<file path="src/rtl/ovf_timer_pkg.sv">
package ovf_timer_pkg;
  localparam int PS_W   = 3;
  localparam int PSC_W  = (1 << PS_W) - 1;
  localparam int DATA_W = 8;

  localparam int FLAG_B = 7;
  localparam int IE_B   = 6;
  localparam int HALT_B = 5;
  localparam int CLR_B  = 4;

  localparam int A_STAT = 0;
  localparam int A_CNTH = 1;
  localparam int A_CNTL = 2;

  localparam logic [DATA_W-1:0] STAT_RST = 8'h20;

  // low S bits of the prescaler that must all be ones for a step
  function automatic logic [PSC_W-1:0] psc_mask(input logic [PS_W-1:0] sel);
    psc_mask = PSC_W'((32'd1 << sel) - 32'd1);
  endfunction

  function automatic logic step_due(input logic [PSC_W-1:0] psc,
                                    input logic [PS_W-1:0]  sel);
    step_due = ((psc & psc_mask(sel)) == psc_mask(sel));
  endfunction
endpackage

</file>
<file path="src/rtl/ovf_timer_psc.sv">
module ovf_timer_psc
  import ovf_timer_pkg::*;
(
  input  logic            clk,
  input  logic            rst_n,
  input  logic            run,
  input  logic            clr,
  input  logic [PS_W-1:0] sel,
  output logic            step
);
  logic [PSC_W-1:0] psc_q;

  always_ff @(posedge clk) begin
    if (!rst_n)   psc_q <= '0;
    else if (clr) psc_q <= '0;
    else if (run) psc_q <= psc_q + 1'b1;
  end

  assign step = run && !clr && step_due(psc_q, sel);
endmodule

</file>
<file path="src/rtl/ovf_timer_cnt.sv">
module ovf_timer_cnt #(
  parameter int CNT_W = 16
) (
  input  logic             clk,
  input  logic             rst_n,
  input  logic             clr,
  input  logic             step,
  input  logic [CNT_W-1:0] mod_val,
  output logic [CNT_W-1:0] cnt,
  output logic             wrap
);
  logic at_mod;

  assign at_mod = (cnt == mod_val);
  assign wrap   = step && at_mod && !clr;

  always_ff @(posedge clk) begin
    if (!rst_n)    cnt <= '0;
    else if (clr)  cnt <= '0;
    else if (step) cnt <= at_mod ? '0 : cnt + CNT_W'(1);
  end
endmodule

</file>
<file path="src/rtl/ovf_timer_regs.sv">
module ovf_timer_regs
  import ovf_timer_pkg::*;
#(
  parameter int ADDR_W = 2
) (
  input  logic              clk,
  input  logic              rst_n,
  input  logic              wr_en,
  input  logic              rd_en,
  input  logic [ADDR_W-1:0] addr,
  input  logic [DATA_W-1:0] wdata,
  input  logic [15:0]       cnt16,
  input  logic              wrap,
  output logic [DATA_W-1:0] rdata,
  output logic              flag_q,
  output logic              armed_q,
  output logic              ie_q,
  output logic              halt_q,
  output logic [PS_W-1:0]   sel_q,
  output logic              clr_pulse,
  output logic              irq_q
);
  logic stat_wr, stat_rd, clear_ok;

  assign stat_wr   = wr_en && (addr == ADDR_W'(A_STAT));
  assign stat_rd   = rd_en && (addr == ADDR_W'(A_STAT));
  assign clr_pulse = stat_wr && wdata[CLR_B];
  assign clear_ok  = stat_wr && !wdata[FLAG_B] && armed_q && !wrap;

  always_ff @(posedge clk) begin
    if (!rst_n) begin
      flag_q  <= 1'b0;
      armed_q <= 1'b0;
    end else begin
      if (wrap)          flag_q <= 1'b1;
      else if (clear_ok) flag_q <= 1'b0;

      if (wrap || clear_ok)     armed_q <= 1'b0;
      else if (stat_rd && flag_q) armed_q <= 1'b1;
    end
  end

  always_ff @(posedge clk) begin
    if (!rst_n) begin
      ie_q   <= STAT_RST[IE_B];
      halt_q <= STAT_RST[HALT_B];
      sel_q  <= STAT_RST[PS_W-1:0];
    end else if (stat_wr) begin
      ie_q   <= wdata[IE_B];
      halt_q <= wdata[HALT_B];
      sel_q  <= wdata[PS_W-1:0];
    end
  end

  always_ff @(posedge clk) begin
    if (!rst_n) irq_q <= 1'b0;
    else        irq_q <= flag_q && ie_q;
  end

  always_ff @(posedge clk) begin
    if (!rst_n) rdata <= '0;
    else if (rd_en) begin
      case (addr)
        ADDR_W'(A_STAT): rdata <= {flag_q, ie_q, halt_q, 2'b00, sel_q};
        ADDR_W'(A_CNTH): rdata <= cnt16[15:8];
        ADDR_W'(A_CNTL): rdata <= cnt16[7:0];
        default:         rdata <= '0;
      endcase
    end
  end
endmodule

</file>
<file path="src/rtl/ovf_timer.sv">
module ovf_timer
  import ovf_timer_pkg::*;
#(
  parameter int CNT_W  = 16,
  parameter int ADDR_W = 2
) (
  input  logic              clk,
  input  logic              rst_n,
  input  logic              wr_en,
  input  logic              rd_en,
  input  logic [ADDR_W-1:0] addr,
  input  logic [DATA_W-1:0] wdata,
  output logic [DATA_W-1:0] rdata,
  input  logic [CNT_W-1:0]  mod_val,
  output logic              irq
);
  logic             step, wrap_evt, clr_pulse;
  logic             flag_q, armed_q, ie_q, halt_q;
  logic [PS_W-1:0]  sel_q;
  logic [CNT_W-1:0] cnt_q;
  logic [15:0]      cnt16;

  assign cnt16 = 16'(cnt_q);

  ovf_timer_psc u_psc (
    .clk  (clk),
    .rst_n(rst_n),
    .run  (!halt_q),
    .clr  (clr_pulse),
    .sel  (sel_q),
    .step (step)
  );

  ovf_timer_cnt #(.CNT_W(CNT_W)) u_cnt (
    .clk    (clk),
    .rst_n  (rst_n),
    .clr    (clr_pulse),
    .step   (step),
    .mod_val(mod_val),
    .cnt    (cnt_q),
    .wrap   (wrap_evt)
  );

  ovf_timer_regs #(.ADDR_W(ADDR_W)) u_regs (
    .clk      (clk),
    .rst_n    (rst_n),
    .wr_en    (wr_en),
    .rd_en    (rd_en),
    .addr     (addr),
    .wdata    (wdata),
    .cnt16    (cnt16),
    .wrap     (wrap_evt),
    .rdata    (rdata),
    .flag_q   (flag_q),
    .armed_q  (armed_q),
    .ie_q     (ie_q),
    .halt_q   (halt_q),
    .sel_q    (sel_q),
    .clr_pulse(clr_pulse),
    .irq_q    (irq)
  );
endmodule

</file>
<file path="config.mk">
export PLATFORM = sky130hd
export DESIGN_NAME = ovf_timer
export DESIGN_NICKNAME = d
export VERILOG_FILES = /design/src/rtl/ovf_timer_pkg.sv /design/src/rtl/ovf_timer_psc.sv /design/src/rtl/ovf_timer_cnt.sv /design/src/rtl/ovf_timer_regs.sv /design/src/rtl/ovf_timer.sv
export SDC_FILE = /design/constraint.sdc
export NUM_CORES = 1
export LEC_CHECK = 0
export BUFFER_PORTS_ARGS = -buffer_cell sky130_fd_sc_hd__buf_2
export CELL_PAD_IN_SITES_DETAIL_PLACEMENT = 0
export CELL_PAD_IN_SITES_GLOBAL_PLACEMENT = 1
export CORE_ASPECT_RATIO = 0.8
export CORE_MARGIN = 2
export CORE_UTILIZATION = 35
export CTS_CLUSTER_DIAMETER = 80
export CTS_CLUSTER_SIZE = 10
export DETAILED_ROUTE_END_ITERATION = 16
export PLACE_DENSITY_LB_ADDON = 0.15
export SLEW_MARGIN = 20
export SYNTH_ARGS = -nofsm -noshare
export SYNTH_HDL_FRONTEND = slang
export SYNTH_SLANG_ARGS = --single-unit
</file>
<file path="constraint.sdc">
create_clock -name clk -period 2.11 [get_ports clk]
set_input_delay 0 -clock clk [delete_from_list [all_inputs] [get_ports clk]]
set_output_delay 0 -clock clk [all_outputs]
set_load 0.03 [all_outputs]
</file>
* Word level (Yosys, flattened, before mapping)
Index checks and enable logic that the tools add are counted.
Widths: inputs -> output; s select.
** Word-level totals
- Bits in read-only memories :: 0
- Bits in latches :: 0
- Output and inout port bits :: 9
- Memories kept :: 0
- Flip-flop bits (word level) :: 39
- Bits of input ports :: 30
- Bits in writable memories :: 0
- Word-level logic and storage cells :: 44
** Cells by class
- Reductions and logical operators :: 21
- Equality and inequality tests :: 4
- Shift operators :: 1
- Div/mod/pow operators :: 0
- Magnitude comparators :: 0
- $add $sub $neg :: 3
- Multiplexer cells :: 4
- Multiply operators :: 0
- Bitwise operators :: 2
** Operator list (number)
- $pmux 8 s3 :: 1
- $add 16x1->16 const B :: 1
- $eq 16x16->1 :: 1
- $mux 16 :: 1
- $logic_and 1x1->1 :: 12
- $add 7x1->7 const B :: 1
- $and 7x7->7 :: 1
- $eq 7x7->1 :: 1
- $shl 1x3->7 const A :: 1
- $sub 7x1->7 const B :: 1
- $logic_not 1->1 :: 4
- $reduce_or 2->1 :: 2
- $eq 2x1->1 const B :: 1
- $eq 2x2->1 const B :: 1
- $logic_not 2->1 :: 1
- $mux 1 :: 2
- $reduce_bool 2->1 :: 1
- $logic_or 1x1->1 :: 1
- $not 1->1 :: 1

* Logic depth before layout (Yosys ltp)
- Depth after elaboration :: 12
- Gate-level depth with buffers :: 7
- Depth with buffers taken out :: 6

* Modules after synthesis
From an unflattened synthesis, not the netlist that was laid out.
** Second synthesis, totals
- Cell total of the unflattened synthesis :: 224
- Area total of the unflattened synthesis :: 2005.7 um^2
** By module, submodules not included
- ovf_timer_cnt :: cells each 101, area an instance 898.4 um^2, instances 1, seq. area each 320.3 um^2
- ovf_timer_regs :: cells each 81, area an instance 749.5 um^2, instances 1, seq. area each 320.3 um^2
- ovf_timer_psc :: cells each 41, area an instance 354.1 um^2, instances 1, seq. area each 140.1 um^2
- ovf_timer :: cells each 1, area an instance 3.8 um^2, instances 1, seq. area each 0.0 um^2

* Least setup slack after synthesis
No wires, ideal clock.
- Path kind :: register to register
- From :: reg u_cnt.cnt[3]
- To :: reg u_cnt.cnt[12]
- Stages on the path, launching flop included :: 8
- Buffers on the path :: 2
- Library setup time :: 0.125 ns
- Data arrival time :: 1.529 ns
- Setup slack :: 0.456 ns
- Period minus slack after synthesis :: 1.654 ns
- Data required time :: 1.985 ns
- Cell sequence :: dfxtp_1 > buf_2 > xor2_1 > nor4_1 > nand4_1 > o311ai_4 > buf_4 > a21oi_1
** On the way
- Longest elaborated chain between the ends :: 2
** RTL lines
- from (decl) :: line ovf_timer_cnt.sv:9 : output logic [CNT_W-1:0] cnt,
- from (signal assigned) :: line ovf_timer_cnt.sv:20 : else if (step) cnt <= at_mod ? '0 : cnt + CNT_W'(1);
- $add 16x1->16 or $eq 16x16->1 (tied branches) :: line ovf_timer_cnt.sv:20, ovf_timer_cnt.sv:14
- $mux 16 * :: line ovf_timer_cnt.sv:20
Every way passes the cells marked *; elsewhere a longest branch is shown, timed or not.
A chain may end at the register's enable or synchronous reset.

* Worst setup path in the final report
- From :: reg u_regs.sel_q[1]
- To :: reg u_cnt.cnt[12]
** On the way
- Longest elaborated chain between the ends :: 5
** RTL lines
- from (decl) :: line ovf_timer_regs.sv:19 : output logic [PS_W-1:0] sel_q,
- from (signal assigned) :: line ovf_timer_regs.sv:47 : sel_q <= STAT_RST[PS_W-1:0];
- from (signal assigned) :: line ovf_timer_regs.sv:51 : sel_q <= wdata[PS_W-1:0];
- $shl 1x3->7 * :: line ovf_timer_pkg.sv:19 : psc_mask = PSC_W'((32'd1 << sel) - 32'd1);
- $sub 7x1->7 * :: line ovf_timer_pkg.sv:19
- $and 7x7->7 :: line ovf_timer_pkg.sv:24 : step_due = ((psc & psc_mask(sel)) == psc_mask(sel));
- $eq 7x7->1 * :: line ovf_timer_pkg.sv:24
- $logic_and 1x1->1 * :: line ovf_timer_psc.sv:19 : assign step = run && !clr && step_due(psc_q, sel);
Marks and branches as above.

==> qor.csv <==
metric,value,unit
Critical path origin,u_regs.sel_q[1]$_SDFFE_PN0P_,
worst hold margin,0.02215,ns
Max clock buf depth,2,
"area leader, netlist",dfxtp_1,
total track usage,0.1714,
vias,1876,
hold crit path type,in2reg,
synth cell count leaders,"dfxtp_1 (39), nand2_1 (21), xor2_1 (21)",
Final Critical Period,1.878,ns
Synth Cell Area,0.002141,mm2
skew final,0.01225,ns
top_reg_cell synth,dfxtp_1,
CTS tree,built,
Die W,91.44,um
"Clk Latency, worst-skew pair",0.30,ns
setup TNS,0,ns
clock power share,0.450,
row count,25,
CP max FO,29,
Synth Warn #,0,
Final Hold Viols,0,
largest net degree at the start of global routing,30,
"Net Count, Synth",268,
Setup CP Type,reg2reg,
Synth async-reset ratio,0,
Comb pwr share,0.099,
PortBufs,37,
Worst Hold Launch,rst_n,
CP startpoint kind,flop,
H-tree levels,2,
total grt overflow,0,
final core occ,0.4540,
Ports,39,
fin crit share,0.8900,
Synth Area in Compound Gates,0.1952,
sequential fraction of the synthesis area,0.3647,
Int Pwr,1296,uW
RSZ-0062 raised after global routing,false,
initial antenna violation count,0,
data required time of the worst path,2.34,ns
leakage,0.001108,uW
FF-to-FF Start,u_regs.sel_q[1]$_SDFFE_PN0P_,
first-pass GRT wire length,9101,um
fraction of layout cells with a size suffix above 1,0.2552,
number of global-route vias before repair,1760,
NetSw,388.6,uW
number of synthesized flops with an enable pin,0,
post-placement cell area,0.002497,mm2
R2R Path End,u_cnt.cnt[12]$_SDFFE_PP0P_,
ANT nets after route,0,
fillers,577,
footprint of the multi-input gates,0.001267,mm2
Max IR drop VDD,0.0002250,V
Synth Register Bits,39,
Die ar.,0.006762,mm2
CTS resizes,0,
top-count cell post-synth,dfxtp_1,
Worst-Margin Slew,0.5513,ns
cts hold-fix bufs,5,
mux contribution to synthesized area,0.05611,
Max-slew headroom,0.6317,
Net Sw Frac,0.2307,
CTS buffer count,5,
Hold EP,u_regs.halt_q$_SDFFE_PN1P_,
Gate Count Post-Synth,236,
Synth Area in Simple Gates,0.2390,
Clock Tree Root,clkbuf_8,
Final nets,321,
"Distinct cells, synth",47,
# DRC,0,
Setup-failing EPs final,0,
Finished Cell Area,0.002684,mm2
PD cells,627.6,mW/mm2
area grow syn2layout,25.37,%
average size of a mapped cell,9.071,um2
reg-to-reg setup timing slack,0.23,ns
maxcap violations,0,
fmax,532.5,MHz
detailed placement HPWL,4047,um
Initial Util,0.3621,
sequential share of power,0.451,
post-synthesis xor/xnor area fraction,0.09001,
1st-pass router iterations,4,
worst hold stages,2,
"Slew Viols, Final",0,
worst reg-to-reg path cell count,5,
clock sink total,39,
Die Y-Extent,73.95,um
routability congestion estimate,0.7572,
"Reg clk slew, reported paths",0.09,ns
Power Total,1684,uW
status,completed,
Core Region,0.005912,mm2
CP Capture Type,flop,
Worst EP arrival,2.11,ns
via/cell ratio,5.057,
Initial DRC Count,77,
largest family of logic cells by synthesized area,simple AND/OR/NAND/NOR gates,
post-synthesis adder-cell area fraction,0.01169,
Seq. cell area,780.7,um2
Post-CTS Setup Repair Bufs,0,
Ant. Diodes,0,
WL per Instance,14.87,um
Synth top area share,0.3647,
largest cells by area after synthesis,"dfxtp_1 (36%), xor2_1 (8.6%), mux2i_1 (5.6%), a21oi_1 (3.7%), o211a_1 (3.7%)",
drt total wl,5516,um
==> final cells by class <==
cell class | instances | share of cell area
tap | 81 | 0.03776
timing repair buffer | 61 | 0.1455
sequential | 39 | 0.2909
multi-input combinational | 180 | 0.4723
clock buffer | 5 | 0.02564
inverter | 2 | 0.002797
clock inverter | 3 | 0.02517
==> layer usage <==
metal	wire [um]	global-route usage	part of all wire	vias up
met5	0	0	0	-
met4	36	0.05051	0.0065	0
met3	252	0.03951	0.046	4
met2	2244	0.2377	0.41	38
met1	2982	0.2623	0.54	861
li1	-	-	-	973
==> worst max-delay path, stage by stage, from the launching register on <==
cell     delay (ns)
dfxtp_1        0.39
nor2b_1        0.17
o21ai_2        0.15
nand4_4        0.34
or4_1          0.61
a21oi_1        0.15
==> cell families after synthesis <==
logic type               Yosys count
XOR/XNOR                          22
buffers and inverters             17
flip-flops                        39
adder cells (fa/ha/maj)            2
AO/OA/AOI/OAI                     57
multiplexers                      12
AND/OR/NAND/NOR                   87
==> flip-flops by register name, summed over array words and instances (netlist names), 3 cells and up <==
register / flops
u_psc.psc_q: 7
u_regs.sel_q: 3
u_regs.rdata: 8
u_cnt.cnt: 16
==> placed cells by master (no fill, tap or decap), types with 2 or more instances in the layout <==
| cell | n |
|---|---|
| or4_1 | 8 |
| o211ai_1 | 6 |
| nor4_1 | 5 |
| dlygate4sd3_1 | 5 |
| inv_1 | 2 |
| ha_1 | 2 |
| o21ai_2 | 2 |
| mux2i_1 | 12 |
| nand2_1 | 21 |
| nor2_1 | 8 |
| o211a_1 | 8 |
| a21oi_1 | 16 |
| nand2_2 | 2 |
| xor2_1 | 21 |
| o21ai_0 | 8 |
| o31ai_1 | 8 |
| clkbuf_8 | 5 |
| nand3_1 | 8 |
| nor2b_1 | 8 |
| nand4_1 | 5 |
| and3_1 | 2 |
| buf_4 | 18 |
| a22oi_1 | 2 |
| dfxtp_1 | 39 |
| buf_2 | 37 |
| bufinv_16 | 2 |
| or3_1 | 8 |
==> worst max path at each step <==
stage | slack, ns | endpoint | depth (start not counted)
floorplan | 0.46 | u_cnt.cnt[12]$_SDFFE_PP0P_ | 7
global placement | 0.24 | u_cnt.cnt[12]$_SDFFE_PP0P_ | 6
detailed placement | 0.25 | u_cnt.cnt[11]$_SDFFE_PP0P_ | 6
CTS | 0.23 | u_cnt.cnt[13]$_SDFFE_PP0P_ | 6
global route | 0.06 | u_cnt.cnt[12]$_SDFFE_PP0P_ | 5
finish | 0.23 | u_cnt.cnt[12]$_SDFFE_PP0P_ | 5
==> power groups by stage <==
| stage | logic [uW] | clock network [uW] | registers (uW) |
|---|---|---|---|
| 2_1_floorplan | 86.2 | 0 | 789 |
| 3_3_place_gp | 161 | 0 | 776 |
| 3_5_place_dp | 160 | 0 | 776 |
| 4_1_cts | 168 | 771 | 759 |
| 5_1_grt | 182 | 797 | 761 |
| 6_report | 167 | 758 | 759 |
==> metrics by stage <==
stage,std cells,setup WS [ns]
floorplan,236,0.4558
global placement,358,0.2438
detailed placement,358,0.2462
CTS,371,0.2341
global route,371,0.06469
finish,371,0.2321
Note: power is estimated with default switching activity, not from simulation.
